--- config.mk ---
export PLATFORM = sky130hd
export DESIGN_NAME = fu_reg_depmatrix
export DESIGN_NICKNAME = d
export VERILOG_FILES = /design/src/rtl/dm_pkg.sv /design/src/rtl/dm_cell_vec.sv /design/src/rtl/dm_row.sv /design/src/rtl/dm_pend_or.sv /design/src/rtl/fu_reg_depmatrix.sv
export SDC_FILE = /design/constraint.sdc
export NUM_CORES = 1
export LEC_CHECK = 0
export BUFFER_PORTS_ARGS = -buffer_cell sky130_fd_sc_hd__buf_2
export CAP_MARGIN = 20
export CORE_AREA = 4 4 122 124
export DETAILED_ROUTE_END_ITERATION = 8
export DIE_AREA = 0 0 126 128
export PLACE_DENSITY = 0.72
export SLEW_MARGIN = 20
export SYNTH_ARGS = -nofsm -noshare
export SYNTH_HDL_FRONTEND = slang
export SYNTH_SLANG_ARGS = --single-unit
--- constraint.sdc ---
create_clock -name clk -period 1.7 [get_ports clk]
set_input_delay 0.34 -clock clk [delete_from_list [all_inputs] [get_ports clk]]
set_output_delay 0.34 -clock clk [all_outputs]
set_load 0.05 [all_outputs]
--- src/rtl/dm_pkg.sv ---
package dm_pkg;
    // Cell roles inside one matrix row
    typedef enum logic [1:0] {
        ROLE_DST = 2'd0,
        ROLE_S1  = 2'd1,
        ROLE_S2  = 2'd2
    } dm_role_e;

    localparam int unsigned NROLE = 3;
endpackage

--- src/rtl/dm_cell_vec.sv ---
// One role (destination or a source) of one row across all register columns.
module dm_cell_vec #(
    parameter int unsigned W = 8
) (
    input  logic         clk,
    input  logic         rst,
    input  logic         issue,
    input  logic         go,
    input  logic [W-1:0] reg_oh,
    input  logic [W-1:0] hazard,
    output logic [W-1:0] active,
    output logic [W-1:0] fwd,
    output logic [W-1:0] sel
);
    typedef struct packed {
        logic [W-1:0] held;
    } cell_st_t;

    cell_st_t st_d, st_q;
    logic [W-1:0] set_v;
    logic [W-1:0] live;

    always_comb begin
        set_v     = issue ? reg_oh : '0;
        // clear has priority over set
        live      = go ? '0 : (st_q.held | set_v);
        st_d.held = live;
        active    = st_q.held | live;
        fwd       = issue ? '0 : (active & hazard);
        sel       = go ? active : '0;
    end

    always_ff @(posedge clk) begin
        if (rst) st_q <= '0;
        else     st_q <= st_d;
    end
endmodule

--- src/rtl/dm_row.sv ---
// One function-unit row: three role cells sharing the row's strobes.
module dm_row
    import dm_pkg::*;
#(
    parameter int unsigned NREG = 8
) (
    input  logic            clk,
    input  logic            rst,
    input  logic            issue,
    input  logic            go_rd,
    input  logic            go_wr,
    input  logic [NREG-1:0] dst_oh,
    input  logic [NREG-1:0] s1_oh,
    input  logic [NREG-1:0] s2_oh,
    input  logic [NREG-1:0] rd_pend,
    input  logic [NREG-1:0] wr_pend,
    output logic [NROLE-1:0][NREG-1:0] fwd,
    output logic [NROLE-1:0][NREG-1:0] sel,
    output logic [NREG-1:0] rd_part,
    output logic [NREG-1:0] wr_part
);
    logic [NROLE-1:0][NREG-1:0] reg_in;
    logic [NROLE-1:0][NREG-1:0] haz_in;
    logic [NROLE-1:0][NREG-1:0] act;
    logic [NROLE-1:0]           go_in;

    always_comb begin
        reg_in[ROLE_DST] = dst_oh;
        reg_in[ROLE_S1]  = s1_oh;
        reg_in[ROLE_S2]  = s2_oh;
        // write-after-read guard on the destination, read-after-write on sources
        haz_in[ROLE_DST] = rd_pend;
        haz_in[ROLE_S1]  = wr_pend;
        haz_in[ROLE_S2]  = wr_pend;
        go_in[ROLE_DST]  = go_wr;
        go_in[ROLE_S1]   = go_rd;
        go_in[ROLE_S2]   = go_rd;
    end

    for (genvar k = 0; k < NROLE; k++) begin : g_role
        dm_cell_vec #(.W(NREG)) u_cell (
            .clk    (clk),
            .rst    (rst),
            .issue  (issue),
            .go     (go_in[k]),
            .reg_oh (reg_in[k]),
            .hazard (haz_in[k]),
            .active (act[k]),
            .fwd    (fwd[k]),
            .sel    (sel[k])
        );
    end

    assign rd_part = act[ROLE_S1] | act[ROLE_S2];
    assign wr_part = act[ROLE_DST];
endmodule

--- src/rtl/dm_pend_or.sv ---
// Column-wise OR of per-row contributions.
module dm_pend_or #(
    parameter int unsigned NFU  = 4,
    parameter int unsigned NREG = 8
) (
    input  logic [NFU-1:0][NREG-1:0] part,
    output logic [NREG-1:0]          any
);
    always_comb begin
        any = '0;
        for (int f = 0; f < NFU; f++) any = any | part[f];
    end
endmodule

--- src/rtl/fu_reg_depmatrix.sv ---
module fu_reg_depmatrix
    import dm_pkg::*;
#(
    parameter int unsigned NFU  = 4,
    parameter int unsigned NREG = 8
) (
    input  logic                     clk,
    input  logic                     rst,
    input  logic [NFU-1:0]           issue,
    input  logic [NFU-1:0]           go_rd,
    input  logic [NFU-1:0]           go_wr,
    input  logic [NFU-1:0][NREG-1:0] dst_oh,
    input  logic [NFU-1:0][NREG-1:0] s1_oh,
    input  logic [NFU-1:0][NREG-1:0] s2_oh,
    output logic [NFU-1:0][NREG-1:0] dst_fwd,
    output logic [NFU-1:0][NREG-1:0] s1_fwd,
    output logic [NFU-1:0][NREG-1:0] s2_fwd,
    output logic [NFU-1:0][NREG-1:0] dst_sel,
    output logic [NFU-1:0][NREG-1:0] s1_sel,
    output logic [NFU-1:0][NREG-1:0] s2_sel,
    output logic [NREG-1:0]          rd_pend,
    output logic [NREG-1:0]          wr_pend
);
    logic [NFU-1:0][NREG-1:0] rd_part;
    logic [NFU-1:0][NREG-1:0] wr_part;

    for (genvar f = 0; f < NFU; f++) begin : g_row
        logic [NROLE-1:0][NREG-1:0] fwd_r;
        logic [NROLE-1:0][NREG-1:0] sel_r;

        dm_row #(.NREG(NREG)) u_row (
            .clk     (clk),
            .rst     (rst),
            .issue   (issue[f]),
            .go_rd   (go_rd[f]),
            .go_wr   (go_wr[f]),
            .dst_oh  (dst_oh[f]),
            .s1_oh   (s1_oh[f]),
            .s2_oh   (s2_oh[f]),
            .rd_pend (rd_pend),
            .wr_pend (wr_pend),
            .fwd     (fwd_r),
            .sel     (sel_r),
            .rd_part (rd_part[f]),
            .wr_part (wr_part[f])
        );

        assign dst_fwd[f] = fwd_r[ROLE_DST];
        assign s1_fwd[f]  = fwd_r[ROLE_S1];
        assign s2_fwd[f]  = fwd_r[ROLE_S2];
        assign dst_sel[f] = sel_r[ROLE_DST];
        assign s1_sel[f]  = sel_r[ROLE_S1];
        assign s2_sel[f]  = sel_r[ROLE_S2];
    end

    dm_pend_or #(.NFU(NFU), .NREG(NREG)) u_rd_or (.part(rd_part), .any(rd_pend));
    dm_pend_or #(.NFU(NFU), .NREG(NREG)) u_wr_or (.part(wr_part), .any(wr_pend));
endmodule

==> impl_metrics.ini <==
[sta]
hold_viol = 0
fin_crit_sh_pct = 159
slew_viol_final = 0
timing.hold.ws_ps = 280
finalSetupViolations = 131
clock-skew-final_ps = 0
tightestPinTransition_ps = 660
timing.final.ws_setup_ps = -1000
period_needed_ps = 2700
max_freq_mhz = 370
grt_setup_unrepaired = yes
maxSlewHeadroom_pct = 55.8

[floorplan]
ios = 318
die_w_um = 126
die_h_um = 128
die-area_mm2 = 0.0161
coreArea_mm2 = 0.0138
start_util_pct = 38.5
rows = 43

[clock_tree]
cts_buffers = 9
clock_path_buffers = 2
cts_num_sinks = 96
hold_buffers = 0
cts_tree = built
path_clk_slew_ps = 80
cts-root-buf = clkbuf_16
htree_levels = 3
clk_latency_ps = 350

[run_status]
violations = negative setup slack
status = complete, but fails checks

[global_routing]
first_global_vias = 9014
track_usage_pct = 40.8
overflow = 0
antenna_found_initial = 4
grt_max_degree = 24
grt_pass1_wl_mm = 51.7

[worst_hold_path]
hold_path_depth = 3
hold_path_class = input port to flip-flop
min_to = g_row[1].u_row.g_role[1].u_cell.st_q[6]
hold_start = s1_oh[14]

[job]
maxCapViolations = 0

[synth]
ys_seq_area_share_pct = 36.2
avgSynthCellArea_um2 = 7.58
syn_area_mm2 = 0.00531
synthCells = 700
synthTopCellsByArea = dfxtp_1 36%, a21oi_1 12%, and2_1 11%
syn_nets = 810
synth_top_area_share_pct = 36.2
synth-seq-cells = 96
ys_types = 24
synth_largest_area_cell = dfxtp_1
yosysWarnings = 0

[route]
vias = 9628
drc_errors = 0
first_pass_iters = 7
drt-initial-drc-count = 1500
wl_mm = 43.9
viasPerCell = 6.69
post_drt_wl_per_cell_um = 30.5
antenna_left = 0

[place]
hpwl_mm = 21.3
dp_cells = 1383
gp_congestion = 0.945
port_buffers = 317

[setup_path]
r2r_setup_slack_ps = 520
crit_start = g_row[0].u_row.g_role[1].u_cell.st_q[3]
r2r_cells = 3
worstPathRequired_ps = 1360
path_class = flip-flop to output pin
critPathMaxFanout = 5
start_kind = flip-flop
r2r-start = g_row[3].u_row.g_role[1].u_cell.st_q[4]
r2r-end = g_row[3].u_row.g_role[1].u_cell.st_q[4]
critPathCaptureType = output pin
cp.arrival_ps = 2360

[power]
ir_worst_vdd_mv = 0.608
p_per_area_mw_per_mm2 = 680
power_leakage_nw = 5.80

[finish]
fin_cells = 1440
final_cell_mix = 220 x buf_4, 189 x buf_2, 121 x buf_6, 95 x and2_1, 63 x nor3b_4
drive_gt1_share_pct = 73.2
final_common_cell = buf_4
regMostFlops = g_row.u_row.g_role.u_cell.st_q
reg_top3 = g_row.u_row.g_role.u_cell.st_q x96
area_delta_synth_final_pct = 144
nFillCells = 402
largest_register_ffs = 96
postLayoutCoreUtil_pct = 94.0
fin_nets = 1361
==> power by group <==
part	switching, W	leakage (nW)	internal, W
clock network	0.000987	0.172	0.00152
registers	0.000121	0.807	0.00233
logic	0.00227	4.82	0.00158
==> cell usage after synthesis (all sizes together) <==
master / n
a21oi: 127
and2: 96
dfxtp: 96
nor3: 75
nor3b: 68
nor2: 62
clkbuf: 40
o22ai: 29
nor4: 25
nand2b: 21
buf: 14
nand2: 14
o21ai: 11
inv: 10
o211ai: 7
or2: 4
o311ai: 1
==> cell families (layout without fill, tap and decap cells) <==
kind of cell	count (synthesis)	after routing	synth area share, %
compound gates	175	175	17.6
flops	96	96	36.2
simple gates	365	365	41.2
buf+inv	64	620	5.02
other cells	0	4	0
==> stage by stage <==
stage / cell area [um^2] / total power, W / setup WS [ps] / setup TNS (ps)
floorplan: 6570 / 0.00403 / -284 / -13220
detailed placement: 10300 / 0.00529 / -481 / -40200
CTS: 12300 / 0.00823 / -497 / -41050
global placement: 10300 / 0.00526 / -429 / -37340
finish: 13000 / 0.00881 / -1000 / -56940
global route: 12900 / 0.00891 / -964 / -62000
==> worst max-delay path, stage by stage (launching register included) <==
cell and delay [ps]:
dfxtp_1 360, nor4_4 510, o211ai_1 410, nor3_4 330
buf_12 180, a21oi_4 70, buf_6 150
==> repair_timing <==
| item | in CTS | in global routing |
|---|---|---|
| gates cloned | 6 | 4 |
| setup buffers | 24 | 12 |
| setup endpoints to repair | 112 | 121 |
| pin swaps | 74 | 46 |
| gates resized for setup | 355 | 165 |
==> layer usage <==
layer  vias to the layer above  global-route usage, %  part of all wire, %  routed length (um)
li1                       3595                      -                    -                   -
met1                      4384                   47.7                   31               13700
met2                      1195                   70.9                   44               19300
met3                       454                   9.33                   14                6340
met4                         0                   18.9                   10                4500
met5                         -                      0                    0                   0
==> worst max-delay path by stage <==
stage,to,cells after the start,slack [ps]
2_1_floorplan,wr_pend[0],5,-280
3_3_place_gp,s2_fwd[16],9,-430
3_5_place_dp,s2_fwd[16],8,-480
4_1_cts,dst_fwd[5],7,-500
5_1_grt,dst_fwd[27],6,-960
6_report,dst_fwd[27],6,-1000
==> area by class of cell <==
class / count / area [um^2] / area share [%]
diodes: 4 / 10.0 / 0.0773
clock buffers: 11 / 253 / 1.95
clock inverters: 5 / 103 / 0.792
inverters: 10 / 57.6 / 0.444
multi-input cells: 540 / 5160 / 39.9
flip-flops and latches: 96 / 2000 / 15.5
well taps: 180 / 225 / 1.74
repair buffers: 594 / 5140 / 39.7
(Power assumes the default switching activity.)
